File: config.mk
export PLATFORM = sky130hd
export DESIGN_NAME = gpio_port_regs
export DESIGN_NICKNAME = d
export VERILOG_FILES = /design/src/rtl/gpio_port_pkg.sv /design/src/rtl/gpio_in_sync.sv /design/src/rtl/gpio_reg_bank.sv /design/src/rtl/gpio_pad_ctrl.sv /design/src/rtl/gpio_port_regs.sv
export SDC_FILE = /design/constraint.sdc
export NUM_CORES = 1
export LEC_CHECK = 0
export BUFFER_PORTS_ARGS = -buffer_cell sky130_fd_sc_hd__buf_2
export CELL_PAD_IN_SITES_DETAIL_PLACEMENT = 1
export CELL_PAD_IN_SITES_GLOBAL_PLACEMENT = 1
export CORE_MARGIN = 2
export CORE_UTILIZATION = 43
export CTS_BUF_LIST = sky130_fd_sc_hd__clkbuf_16
export CTS_CLUSTER_SIZE = 16
export DETAILED_ROUTE_END_ITERATION = 6
export GPL_TIMING_DRIVEN = 0
export HOLD_SLACK_MARGIN = 0.03
export PLACE_DENSITY = 0.93
export REMOVE_ABC_BUFFERS = 1
export SLEW_MARGIN = 20
export SYNTH_ARGS = -nofsm -noshare
export SYNTH_HDL_FRONTEND = slang
export SYNTH_SLANG_ARGS = --single-unit
File: constraint.sdc
create_clock -name clk -period 1.7 [get_ports clk]
set_input_delay 0.17 -clock clk [delete_from_list [all_inputs] [get_ports clk]]
set_output_delay 0.17 -clock clk [all_outputs]
set_load 0.02 [all_outputs]
File: src/rtl/gpio_port_pkg.sv
package gpio_port_pkg;
  localparam int PORT_W = 8;
  localparam int IDX_W  = 2;

  typedef enum logic [IDX_W-1:0] {
    SEL_PINS  = 2'd0,
    SEL_DRIVE = 2'd1,
    SEL_INV   = 2'd2,
    SEL_DIR   = 2'd3
  } reg_sel_e;
endpackage

File: src/rtl/gpio_in_sync.sv
module gpio_in_sync #(
  parameter int WIDTH  = 8,
  parameter int STAGES = 2
) (
  input  logic             clk,
  input  logic             rst_n,
  input  logic [WIDTH-1:0] pin_i,
  output logic [WIDTH-1:0] sync_o
);
  localparam int LAST = STAGES - 1;

  for (genvar b = 0; b < WIDTH; b++) begin : g_bit
    logic [STAGES-1:0] chain_q;
    always_ff @(posedge clk) begin
      chain_q <= {chain_q[STAGES-2:0], pin_i[b]};
    end
    assign sync_o[b] = chain_q[LAST];
  end

  assert_sync_latency_R3: assert property (@(posedge clk) disable iff (!rst_n)
    $past(rst_n, 2) |-> (sync_o == $past(pin_i, 2)));
endmodule

File: src/rtl/gpio_reg_bank.sv
module gpio_reg_bank
  import gpio_port_pkg::*;
#(
  parameter int               WIDTH     = PORT_W,
  parameter logic [WIDTH-1:0] DRIVE_RST = '0,
  parameter logic [WIDTH-1:0] INV_RST   = 8'hF0,
  parameter logic [WIDTH-1:0] DIR_RST   = '1
) (
  input  logic             clk,
  input  logic             rst_n,
  input  logic             wr_en,
  input  reg_sel_e         sel,
  input  logic [WIDTH-1:0] wr_data,
  output logic [WIDTH-1:0] drive_q,
  output logic [WIDTH-1:0] inv_q,
  output logic [WIDTH-1:0] dir_q
);
  always_ff @(posedge clk) begin
    if (!rst_n) begin
      drive_q <= DRIVE_RST;
      inv_q   <= INV_RST;
      dir_q   <= DIR_RST;
    end else if (wr_en) begin
      case (sel)
        SEL_DRIVE: drive_q <= wr_data;
        SEL_INV:   inv_q   <= wr_data;
        SEL_DIR:   dir_q   <= wr_data;
        default:   ;
      endcase
    end
  end

  assert_pins_write_ignored_R2: assert property (@(posedge clk) disable iff (!rst_n)
    (wr_en && sel == SEL_PINS) |=> ($stable(drive_q) && $stable(inv_q) && $stable(dir_q)));

  assert_drive_write_R1: assert property (@(posedge clk) disable iff (!rst_n)
    (wr_en && sel == SEL_DRIVE) |=> (drive_q == $past(wr_data)));

  assert_idle_hold_R1: assert property (@(posedge clk) disable iff (!rst_n)
    !wr_en |=> ($stable(drive_q) && $stable(inv_q) && $stable(dir_q)));

  assert_reset_defaults_R9: assert property (@(posedge clk)
    !rst_n |=> (drive_q == DRIVE_RST && inv_q == INV_RST && dir_q == DIR_RST));
endmodule

File: src/rtl/gpio_pad_ctrl.sv
module gpio_pad_ctrl #(
  parameter int               WIDTH   = 8,
  parameter logic [WIDTH-1:0] OD_MASK = 8'h01
) (
  input  logic             clk,
  input  logic             rst_n,
  input  logic [WIDTH-1:0] drive_i,
  input  logic [WIDTH-1:0] dir_i,
  output logic [WIDTH-1:0] pin_out,
  output logic [WIDTH-1:0] pin_oe
);
  for (genvar b = 0; b < WIDTH; b++) begin : g_pad
    if (OD_MASK[b]) begin : g_open_drain
      assign pin_out[b] = 1'b0;
      assign pin_oe[b]  = ~dir_i[b] & ~drive_i[b];
      assert_od_release_R7: assert property (@(posedge clk) disable iff (!rst_n)
        drive_i[b] |-> !pin_oe[b]);
    end else begin : g_push_pull
      assign pin_out[b] = drive_i[b];
      assign pin_oe[b]  = ~dir_i[b];
    end
  end

  assert_input_no_drive_R6: assert property (@(posedge clk) disable iff (!rst_n)
    (pin_oe & dir_i) == '0);
endmodule

File: src/rtl/gpio_port_regs.sv
module gpio_port_regs
  import gpio_port_pkg::*;
#(
  parameter int               WIDTH     = PORT_W,
  parameter logic [WIDTH-1:0] OD_MASK   = 8'h01,
  parameter logic [WIDTH-1:0] DRIVE_RST = 8'h00,
  parameter logic [WIDTH-1:0] INV_RST   = 8'hF0,
  parameter logic [WIDTH-1:0] DIR_RST   = 8'hFF
) (
  input  logic             clk,
  input  logic             rst_n,
  input  logic [IDX_W-1:0] reg_idx,
  input  logic             wr_en,
  input  logic [WIDTH-1:0] wr_data,
  input  logic             rd_en,
  output logic [WIDTH-1:0] rd_data,
  output logic             rd_valid,
  input  logic [WIDTH-1:0] pin_in,
  output logic [WIDTH-1:0] pin_out,
  output logic [WIDTH-1:0] pin_oe
);
  reg_sel_e         sel;
  logic [WIDTH-1:0] pins_sync;
  logic [WIDTH-1:0] drive_q, inv_q, dir_q;
  logic [WIDTH-1:0] pins_view;
  logic [WIDTH-1:0] rd_mux;

  assign sel = reg_sel_e'(reg_idx);

  gpio_in_sync #(.WIDTH(WIDTH), .STAGES(2)) u_sync (
    .clk(clk), .rst_n(rst_n), .pin_i(pin_in), .sync_o(pins_sync)
  );

  gpio_reg_bank #(
    .WIDTH(WIDTH), .DRIVE_RST(DRIVE_RST), .INV_RST(INV_RST), .DIR_RST(DIR_RST)
  ) u_bank (
    .clk(clk), .rst_n(rst_n), .wr_en(wr_en), .sel(sel), .wr_data(wr_data),
    .drive_q(drive_q), .inv_q(inv_q), .dir_q(dir_q)
  );

  gpio_pad_ctrl #(.WIDTH(WIDTH), .OD_MASK(OD_MASK)) u_pads (
    .clk(clk), .rst_n(rst_n), .drive_i(drive_q), .dir_i(dir_q),
    .pin_out(pin_out), .pin_oe(pin_oe)
  );

  assign pins_view = pins_sync ^ inv_q;

  always_comb begin
    case (sel)
      SEL_PINS:  rd_mux = pins_view;
      SEL_DRIVE: rd_mux = drive_q;
      SEL_INV:   rd_mux = inv_q;
      default:   rd_mux = dir_q;
    endcase
  end

  always_ff @(posedge clk) begin
    if (!rst_n) begin
      rd_data  <= '0;
      rd_valid <= 1'b0;
    end else begin
      rd_valid <= rd_en;
      if (rd_en) rd_data <= rd_mux;
    end
  end

  assert_rd_pulse_R10: assert property (@(posedge clk) disable iff (!rst_n)
    rd_en |=> rd_valid);
  assert_rd_quiet_R10: assert property (@(posedge clk) disable iff (!rst_n)
    !rd_en |=> !rd_valid);
  assert_rd_hold_R10: assert property (@(posedge clk) disable iff (!rst_n)
    !rd_en |=> $stable(rd_data));
endmodule

## Word level (Yosys, flattened, before mapping)

Cells that the tools add are included.
Widths: inputs -> output; s select.

| word-level totals | value |
|---|---|
| register bits after elaboration | 49 |
| bits of input ports | 22 |
| output and inout bits | 25 |
| word-level logic and storage cells | 32 |

| cells by class | value |
|---|---|
| equality and inequality tests | 3 |
| muxes and demuxes | 1 |
| bitwise logic cells | 11 |
| reduce and logical (&&, ||, !) cells | 4 |

Operators with widths:

| kind | count |
|---|---|
| $pmux 8 s3 | 1 |
| $not 1->1 | 9 |
| $xor 8x8->8 | 1 |
| $reduce_and 2->1 | 3 |
| $eq 2x2->1 const B | 2 |
| $eq 2x1->1 const B | 1 |
| $logic_not 2->1 | 1 |
| $and 1x1->1 | 1 |

## Depth between registers and ports, before layout

| depth | value |
|---|---|
| word-level depth | 2 |
| gate-level depth with buffers | 6 |
| mapped depth without buffers | 4 |

## Modules after synthesis

A second synthesis with hierarchy kept.

| second synthesis, totals | value |
|---|---|
| cells, all modules | 212 |
| area, all modules | 2,142.1 um^2 |

By module, submodules not included:

| module | instances | cells an instance | area an instance (um^2) | sequential area each (um^2) |
|---|---|---|---|---|
| gpio_reg_bank | 1 | 102 | 1,008.5 | 480.5 |
| gpio_port_regs | 1 | 69 | 659.4 | 180.2 |
| gpio_in_sync | 1 | 24 | 380.4 | 320.3 |
| gpio_pad_ctrl | 1 | 17 | 93.8 | 0.0 |

## Least setup slack after synthesis

Ideal clock, no wire load.

| path | value |
|---|---|
| path type | input to register |
| start point | input port reg_idx[1] |
| end point | register rd_data[6] |
| library setup time | 0.120 ns |
| arrival | 0.852 ns |
| required time | 1.580 ns |
| path slack | 0.728 ns |
| stages | 6 |
| path buffers | 2 |
| cells stage by stage | buf_6 buf_12 nand2b_4 xnor2_1 o211ai_1 nand2_1 |

| between the ends | value |
|---|---|
| longest elaborated chain between the ends | 2 |
| elaborated cells on any way between the ends | 4 |
| classes of those cells | 2 x eq/ne; 1 x mux; 1 x reduce/logical |

Ends and longest elaborated chain:

| item | line | text |
|---|---|---|
| start, declared | gpio_port_regs.sv:12 | `input logic [IDX_W-1:0] reg_idx,` |
| $eq 2x2->1 (tied with other cells) | gpio_port_regs.sv:49 | `case (sel)` |
| $pmux 8 s3 * | gpio_port_regs.sv:49 |  |
| end signal, assigned | gpio_port_regs.sv:63 | `if (rd_en) rd_data <= rd_mux;` |
| end, declared | gpio_port_regs.sv:16 | `output logic [WIDTH-1:0] rd_data,` |

Mark *: on every way between the ends. The rest lies on a longest branch, timed or not.
A chain may end at the register's enable or synchronous reset.

## Final worst setup path

| path | value |
|---|---|
| start point | input port reg_idx[1] |
| end point | register u_bank.inv_q[5] |

| between the ends | value |
|---|---|
| longest elaborated chain between the ends | 2 |

Ends and longest elaborated chain:

| item | line | text |
|---|---|---|
| $eq 2x2->1 | gpio_reg_bank.sv:24 | `case (sel)` |
| $reduce_and 2->1 (no line) | - |  |
| end signal, assigned | gpio_reg_bank.sv:26 | `SEL_INV: inv_q <= wr_data;` |
| end, declared | gpio_reg_bank.sv:15 | `output logic [WIDTH-1:0] inv_q,` |

No other way between the ends.

==> out/results.ini <==
[layout]
nNetsFinal=249
area_growth_pct=17.8
fin_cells=280
num_antenna_cells=0
drive_above_1_share_pct=23.2

[die]
die_w_um=71.3
die_area_um2=5080
rows=24
io_pins=47
die_y_um=71.3
core_um2=4350
initial_core_util_pct=44.7

[setup_path]
critPathCaptureType=flip-flop
cp_max_fo=19
rrSetupSlack_ns=0.83
crit_type=input port to flip-flop
regToRegEndpoint=rd_data[7]$_SDFFE_PN0P_
cp_data_arrival_time_ns=1.47
rr_worst_depth=4
start_kind=input port
crit_required_ns=1.86
timing.rr.start=u_sync.g_bit[7].chain_q[1]$_DFF_P_

[sta]
fin_hold_ws_ns=0.139
setup_viol=0
slew_headroom_pct=56.4
setup_ws_ns=0.387
finalMaxSlewViolations=0
fin_setup_tns_ns=0
layout_min_cycle_time_ns=1.31
finClkSkew_ns=0.00285
finalHoldViolations=0
tightest_slew_ns=0.652
finalCritPeriodShare_pct=77.3
clock.fmax_mhz=761
rsz0062_at_grt=false

[clocking]
cts_resized=0
holdBufCountCts=8
numCtsBuffers=5
htreeDepth=2
cts_tree=done
clk_path_buf_depth=2
root_buffer=clkbuf_16
cts.sinks=49
cts_setup_buffers=0
cts.clk_slew.worst_paths_ns=0.06
clock_latency_ns=0.29

[status]
run_status=completed

[power]
power_mw=2.44
ir_drop_mv=0.506
power_density_nw_per_um2=1060
combPwrFrac_pct=11.0
switching_share_pct=23.9
p_seq_share_pct=50.7
internal_power_mw=1.86
pwr-share-clk_pct=38.2
p_switching_uw=582
leakagePower_nw=1.17

[place]
gp_congestion=0.691
place_ws_ns=0.0343
placed_cells=264
numPortBuffers=45

[worst_hold_path]
holdPathStages=3
hold_start=wr_data[6]
hold_class=input port to flip-flop
whs_endpoint=u_bank.inv_q[6]$_SDFFE_PN1P_

[routing]
wl_per_cell_um=14.2
routed_wl_um=3970
drtAntennaViolNets=0
drc=0
first_pass_iters=4
drtIter0Drc=51
via_count=1383
avgViaCountPerCell=4.94

[synthesis]
synthArstFlopShare_pct=0
ys.flop_type=dfxtp_1
synth.most_common_cell=dfxtp_1
synthCells=187
yosysSeqAreaShare_pct=50.4
synth-xor-area-share_pct=3.60
synth-simple-area-share_pct=17.3
synth_top_family_by_area=simple AND/OR/NAND/NOR gates
synth_compound_area_share_pct=6.43
synth_edf_count=0
yosysTopAreaCell=dfxtp_1
ys.warnings.count=0
ys_types=20
synth-seq-cells=49
synth_top_area_share_pct=50.4
ys_top_cells_by_area=dfxtp_1 (50%), mux2i_1 (12%), o211ai_1 (5.8%), nand2_1 (5.4%), buf_4 (3.9%)
synth_common_cells=dfxtp_1 (49), nand2_1 (28), mux2i_1 (24)
avgSynthCellArea_um2=10.4
synth_fa_ha_area_share_pct=0
netlist_area_um2=1950
synthMuxAreaShare_pct=12.3

[job]
drv_cap=0

[grt]
antenna_found_initial=0
grt_use_total_pct=17.5
grt_pass1_wl_um=6670
grt_overflow_total=0
grt_max_degree=34
grt_pass1_vias=1404

stage by stage:
step | instance area [um2] | util, %
global route | 2290 | 52.7
CTS | 2290 | 52.7
detailed placement | 2080 | 47.7
floorplan | 1790 | -
global placement | 2080 | 47.7
finish | 2290 | 52.7
worst max path at each step:
stage	from	end	slack, ns	cells after the start
2_1_floorplan	reg_idx[0]	u_bank.inv_q[4]$_SDFFE_PN1P_	0.76	3
3_3_place_gp	reg_idx[1]	u_bank.inv_q[7]$_SDFFE_PN1P_	0.14	4
4_1_cts	reg_idx[1]	u_bank.inv_q[5]$_SDFFE_PN1P_	0.33	4
3_5_place_dp	reg_idx[1]	u_bank.inv_q[5]$_SDFFE_PN1P_	0.03	4
5_1_grt	reg_idx[1]	u_bank.inv_q[5]$_SDFFE_PN1P_	0.27	4
6_report	reg_idx[1]	u_bank.inv_q[5]$_SDFFE_PN1P_	0.39	4
per-layer routing:
layer	wire length [um]	GRT usage [%]	vias up
met4	63	6.92	0
li1	-	-	682
met5	0	0	-
met1	1700	20.7	658
met2	1990	29.7	37
met3	223	5.49	6
power by group through the flow:
| stage | combinational, mW | clock [mW] | sequential (mW) |
|---|---|---|---|
| after detailed placement | 0.259 | 0 | 1.26 |
| after CTS | 0.273 | 0.947 | 1.24 |
| after floorplan | 0.124 | 0 | 1.28 |
| after global placement | 0.250 | 0 | 1.26 |
| final | 0.269 | 0.932 | 1.24 |
| after global routing | 0.298 | 1.01 | 1.24 |
worst max-delay path, cell delays in order:
cell and delay [ns]:
buf_2 0.34, nand3b_1 0.54, mux2i_1 0.34, nand2_1 0.07
layout make-up:
class / count / area, um2
multi-input cells: 110 / 776
inverters: 8 / 30.0
clock inverters: 3 / 11.3
well taps: 52 / 65.1
fillers: 488 / 2060
flip-flops and latches: 49 / 981
clock buffers: 5 / 125
repair buffers: 53 / 305
registers in the layout (all words and copies together) (netlist names):
register and count:
u_bank.inv_q 8, rd_data 8, rd_valid 1, u_bank.drive_q 8
u_bank.dir_q 8, u_sync.g_bit.chain_q 16
cell usage in the layout (no fill, tap or decap), types with 6 or more instances in the layout:
master,Yosys,layout
nand2b_1,6,6
mux2i_1,24,24
nor2b_1,12,12
dlygate4sd3_1,0,8
nand2_1,28,28
inv_1,8,11
dfxtp_1,49,49
nand3b_1,10,10
xnor2_1,8,8
buf_2,1,45
o211ai_1,15,15
logic make-up (layout without fill, tap and decap cells):
family                 Yosys count  after routing
AO/OA/AOI/OAI                   16             16
XOR/XNOR                         8              8
buffers and inverters           28             69
flip-flops                      49             49
multiplexers                    24             24
other                            1              1
AND/OR/NAND/NOR                 61             61
Note: power is estimated with default switching activity, not from simulation.
